<file path="src/rtl/bag_pkg.sv">
package bag_pkg;
  typedef enum logic {
    ORD_LINEAR     = 1'b0,
    ORD_INTERLEAVE = 1'b1
  } order_e;

  typedef enum logic [1:0] {
    SRC_NONE = 2'd0,
    SRC_PROC = 2'd1,
    SRC_CTRL = 2'd2
  } src_e;
endpackage

</file>
<file path="src/rtl/bag_strobe_arb.sv">
module bag_strobe_arb
  import bag_pkg::*;
(
  input  logic ads_proc_n,
  input  logic ads_ctrl_n,
  input  logic ce1_n,
  input  logic ce2,
  input  logic ce3_n,
  output src_e src_o,
  output logic sel_next_o
);
  logic proc_seen;
  logic ctrl_seen;

  // processor strobe counts only while the first enable is asserted
  assign proc_seen = ~ads_proc_n & ~ce1_n;
  assign ctrl_seen = ~ads_ctrl_n;

  always_comb begin
    if (proc_seen)      src_o = SRC_PROC;
    else if (ctrl_seen) src_o = SRC_CTRL;
    else                src_o = SRC_NONE;
  end

  assign sel_next_o = ~ce1_n & ce2 & ~ce3_n;
endmodule

</file>
<file path="src/rtl/bag_burst_ctr.sv">
module bag_burst_ctr #(
  parameter int BURST_W = 2
) (
  input  logic               clk,
  input  logic               rst_n,
  input  logic               load_i,
  input  logic               adv_n,
  output logic [BURST_W-1:0] beat_o
);
  localparam logic [BURST_W-1:0] ONE = BURST_W'(1);

  always_ff @(posedge clk) begin
    if (!rst_n)       beat_o <= '0;
    else if (load_i)  beat_o <= '0;
    else if (!adv_n)  beat_o <= beat_o + ONE;
  end

  AST_BEAT_STEP: assert property (@(posedge clk) disable iff (!rst_n)
    (!load_i && !adv_n) |=> beat_o == $past(beat_o) + ONE);
  AST_BEAT_HOLD: assert property (@(posedge clk) disable iff (!rst_n)
    (!load_i && adv_n) |=> $stable(beat_o));
  AST_BEAT_CLEAR: assert property (@(posedge clk) disable iff (!rst_n)
    load_i |=> beat_o == '0);
endmodule

</file>
<file path="src/rtl/bag_order.sv">
module bag_order
  import bag_pkg::*;
#(
  parameter int BURST_W = 2
) (
  input  order_e             order_i,
  input  logic [BURST_W-1:0] start_i,
  input  logic [BURST_W-1:0] beat_i,
  output logic [BURST_W-1:0] low_o
);
  logic [BURST_W-1:0] lin_low;
  logic [BURST_W-1:0] xor_low;

  assign lin_low = start_i + beat_i;

  for (genvar b = 0; b < BURST_W; b++) begin : g_xor
    assign xor_low[b] = start_i[b] ^ beat_i[b];
  end

  assign low_o = (order_i == ORD_INTERLEAVE) ? xor_low : lin_low;
endmodule

</file>
<file path="src/rtl/burst_addr_gen.sv">
module burst_addr_gen
  import bag_pkg::*;
#(
  parameter int ADDR_W  = 17,
  parameter int BURST_W = 2
) (
  input  logic              clk,
  input  logic              rst_n,
  input  logic [ADDR_W-1:0] addr_i,
  input  logic              ads_proc_n,
  input  logic              ads_ctrl_n,
  input  logic              ce1_n,
  input  logic              ce2,
  input  logic              ce3_n,
  input  logic              adv_n,
  input  logic              mode_i,
  output logic [ADDR_W-1:0] mem_addr_o,
  output logic              selected_o,
  output logic              proc_start_o
);
  localparam int HI_W = ADDR_W - BURST_W;

  src_e               src;
  logic               sel_next;
  logic               load;
  logic [HI_W-1:0]    hi_q;
  logic [BURST_W-1:0] start_q;
  logic [BURST_W-1:0] beat;
  logic [BURST_W-1:0] low;

  bag_strobe_arb u_arb (
    .ads_proc_n (ads_proc_n),
    .ads_ctrl_n (ads_ctrl_n),
    .ce1_n      (ce1_n),
    .ce2        (ce2),
    .ce3_n      (ce3_n),
    .src_o      (src),
    .sel_next_o (sel_next)
  );

  assign load = (src != SRC_NONE);

  bag_burst_ctr #(.BURST_W(BURST_W)) u_ctr (
    .clk    (clk),
    .rst_n  (rst_n),
    .load_i (load),
    .adv_n  (adv_n),
    .beat_o (beat)
  );

  always_ff @(posedge clk) begin
    if (!rst_n) begin
      hi_q         <= '0;
      start_q      <= '0;
      selected_o   <= 1'b0;
      proc_start_o <= 1'b0;
    end else if (load) begin
      hi_q         <= addr_i[ADDR_W-1:BURST_W];
      start_q      <= addr_i[BURST_W-1:0];
      selected_o   <= sel_next;
      proc_start_o <= (src == SRC_PROC);
    end
  end

  bag_order #(.BURST_W(BURST_W)) u_order (
    .order_i (order_e'(mode_i)),
    .start_i (start_q),
    .beat_i  (beat),
    .low_o   (low)
  );

  assign mem_addr_o = {hi_q, low};

  AST_PROC_WINS: assert property (@(posedge clk) disable iff (!rst_n)
    (!ads_proc_n && !ce1_n) |=> proc_start_o);
  AST_CTRL_FLAG: assert property (@(posedge clk) disable iff (!rst_n)
    (!ads_ctrl_n && ce1_n) |=> !proc_start_o);
  AST_LOAD_ADDR: assert property (@(posedge clk) disable iff (!rst_n)
    load |=> mem_addr_o == $past(addr_i));
  AST_HI_FIXED: assert property (@(posedge clk) disable iff (!rst_n)
    !load |=> $stable(mem_addr_o[ADDR_W-1:BURST_W]));
  AST_SEL_KEEP: assert property (@(posedge clk) disable iff (!rst_n)
    !load |=> $stable(selected_o) && $stable(proc_start_o));
  AST_SUSPEND: assert property (@(posedge clk) disable iff (!rst_n)
    (!load && adv_n) |=> (!$stable(mode_i) || $stable(mem_addr_o)));
  AST_SEL_RULE: assert property (@(posedge clk) disable iff (!rst_n)
    (load && (ce1_n || !ce2 || ce3_n)) |=> !selected_o);
endmodule

</file>
<file path="config.mk">
export PLATFORM = sky130hd
export DESIGN_NAME = burst_addr_gen
export DESIGN_NICKNAME = d
export VERILOG_FILES = /design/src/rtl/bag_pkg.sv /design/src/rtl/bag_strobe_arb.sv /design/src/rtl/bag_burst_ctr.sv /design/src/rtl/bag_order.sv /design/src/rtl/burst_addr_gen.sv
export SDC_FILE = /design/constraint.sdc
export NUM_CORES = 1
export LEC_CHECK = 0
export BUFFER_PORTS_ARGS = -buffer_cell sky130_fd_sc_hd__buf_4
export CAP_MARGIN = 10
export CORE_MARGIN = 2
export CORE_UTILIZATION = 43
export DETAILED_ROUTE_END_ITERATION = 8
export PLACE_DENSITY = 0.77
export SLEW_MARGIN = 30
export SYNTH_ARGS = -nofsm -noshare
export SYNTH_HDL_FRONTEND = slang
export SYNTH_SLANG_ARGS = --single-unit
export TNS_END_PERCENT = 5
</file>
<file path="constraint.sdc">
create_clock -name clk -period 1 [get_ports clk]
set_input_delay 0.05 -clock clk [delete_from_list [all_inputs] [get_ports clk]]
set_output_delay 0.05 -clock clk [all_outputs]
set_load 0.01 [all_outputs]
</file>
==> results.txt <==
Status: finished with violations
Failing checks: setup timing
Global route total overflow: 0
CTS tree: built
Synth area leader: dfxtp_1
Power, Total: 1.707 mW
GRT busiest layer: met2
Clk Tree Root Cell: clkbuf_4
Most frequent cells in the layout: 44 x buf_4, 20 x nand2_1, 19 x dfxtp_1
Post-Syn Area per Cell: 8.720 sq um
Achievable frequency: 0.8016 GHz
Buffers and inverters on the worst path: 1
Final period util: 124.8%
Setup ws final: -247.5 ps
Finish-stage setup viols: 2
Leak: 0.6093 nW
Post-Synthesis Cell Area: 845.8 sq um
Core footprint: 0.001902 sq mm
Crit-path cells: ha_4 > nor2b_4 > xnor2_1 > buf_4
Area Overhead vs Synth: 69.08%
FF-to-FF Start: u_ctr.beat_o[0]$_SDFFE_PP0N_
Die Y: 48.35 microns
Routed len/inst: 12.09 microns
Initial antenna violation count: 0
Clk pin slew, worst setup/hold paths: 110 ps
Power Density: 1193 mW/mm^2
Critical path data required time: 950 ps
First-pass GRT wire length: 3.726 mm
Startpoint types: register
Worst slew pin tran: 230.3 ps
Global-route usage over all layers: 20.33%
Number of remaining DRC errors: 0
Starting Density: 44.47%
Slowest Stage Delay on Critical Path: 370 ps
Fin nets: 186
Synth Instances: 97
Yosys Warn Count: 0
Vias/cell: 4.643
CTS Buffer Depth: 2
Register area share after synthesis: 49.70%
Routing usage on met1: 24.65%
Layout Skew: 5.471 ps
Met3 Use GR: 5.247%
Slew Viols, Final: 0
DIE AREA: 0.002338 sq mm
Final hold vios: 0
Critical Path Slowest Stage Cell: dfxtp_4
Post-Route WL: 2.237 mm
Maximum VDD drop: 0.0009954 V
CP endpoint kind: output pin
Slew headroom: 84.58%
Post-synthesis register bit count: 21
Num CTS Buffers: 3
WS Path Type: register to output pin
Min-Delay Startpoint: adv_n
Syn nets: 124
Ports: 45
Num Clock Sinks: 21
Synth area leaders: dfxtp_1 50%, o21ai_0 10%, nand3_1 9.5%, nand2_1 8.9%, xnor2_1 3.1%
Sw frac: 25.34%
Pre-antenna DRT Iters: 5
N_diodes: 0
Final hold slack: 56.68 ps
Post-DP HPWL: 1.308 mm
Switching Power: 0.4324 mW
Seq pwr share: 53.9%
Worst-skew pair later-pin latency: 290 ps
Int Pwr: 1.274 mW
GR Util met2: 34.95%
Crit path from: start_q[0]$_SDFFE_PN0P_
CP Data Arrival Time: 1200 ps
H-tree lvl count: 1
Post-Place Setup Slack: 50.00 ps
Largest net degree at the start of global routing: 37
Vias in the first global route: 833
Total negative slack: -312.7 ps
RD Place Congestion: 0.7519
Most common cell after layout, fill and taps aside: buf_4
Comb pwr share: 23.0%
Unrepaired setup endpoints after global routing: yes
Max-cap viol count: 0
Layout cells sized above 1: 36.71%
Total number of vias: 859
CP Max Fanout: 2
CP delay by family, top: flip-flops
Clk pwr share: 23.2%
Routed Antenna Nets: 0
Post-synthesis cell type count: 19
# port buffers: 44
Row cnt: 16
Die width: 48.35 microns
Post-route minimum period: 1248 ps
Drt initial violations: 10
Yosys top cell area share: 49.70%
Hold Crit Class: input pin to register
==> worst paths after layout <==
kind | slack, ps | endpoint | depth (start not counted)
setup / recovery | -250 | mem_addr_o[1] | 4
hold / removal | 60 | u_ctr.beat_o[0]$_SDFFE_PP0N_ | 3
setup reg to reg | 120 | u_ctr.beat_o[1]$_SDFFE_PP0N_ | 3
hold reg to reg | 460 | hi_q[9]$_SDFFE_PN0P_ | 2
==> layer usage <==
metal / vias to the layer above / share of wire (%)
met5: - / 0
met4: 0 / 0.94
met3: 2 / 4.6
met2: 23 / 52
met1: 384 / 43
li1: 450 / -
==> cell usage after synthesis <==
cell	instances
o211ai_1	1
xnor2_1	3
ha_1	1
nor2_1	1
nand3_1	16
buf_4	2
nand3_2	1
nand2_1	20
and2_1	1
nor3_1	1
and4bb_2	1
buf_2	3
dfxtp_1	21
buf_6	2
nor2b_1	3
o21ai_4	1
o21ai_2	1
o21ai_0	17
o21ai_1	1
==> registers in the layout (all words and copies together) (netlist names) <==
name,flops
hi_q,15
start_q,2
selected_o,1
proc_start_o,1
u_ctr.beat_o,2
==> power by group through the flow <==
stage               clock, mW  sequential, mW  combinational, mW
floorplan                   0           0.952              0.124
global placement            0           0.930              0.316
detailed placement          0           0.933              0.322
CTS                     0.402           0.917              0.388
global route            0.452           0.925              0.426
finish                  0.396           0.919              0.392
==> cells by family after synthesis <==
family / Yosys count / synth area share, %
buf+inv: 7 / 6.212
xor+xnor: 3 / 3.107
compound gates: 21 / 14.50
flops: 21 / 49.70
simple gates: 44 / 25.00
fa+ha+maj: 1 / 1.479
==> worst register-to-register path: stages, from the launching register on <==
cell and delay (ps):
dfxtp_2 380, nor2b_1 210, xnor2_1 140, nor2_1 50
==> cell type report <==
cell class / instances / area (sq um)
tap: 27 / 33.78
fill: 139 / 471.7
sequential: 21 / 425.4
multi-input combinational: 69 / 392.9
clock buffer: 4 / 26.28
timing repair buffer: 64 / 551.8
==> through the flow <==
stage	cell area [sq um]	cells	utilization (%)
6_report	1430	185	75.20
5_1_grt	1430	185	75.20
4_1_cts	1428	185	75.07
3_5_place_dp	1197	163	62.96
3_3_place_gp	1197	163	62.96
2_1_floorplan	845.8	97	-
==> timing repair <==
| action | CTS | global route |
|---|---|---|
| buffers inserted | 1 | 0 |
| endpoints found under the hold margin | 17 | 0 |
| hold buffers | 17 | 0 |
| resized for setup | 7 | 1 |
| pin swaps | 1 | 2 |
| endpoints found under the setup margin | 2 | 2 |
Power figures use the tool's default switching activity.
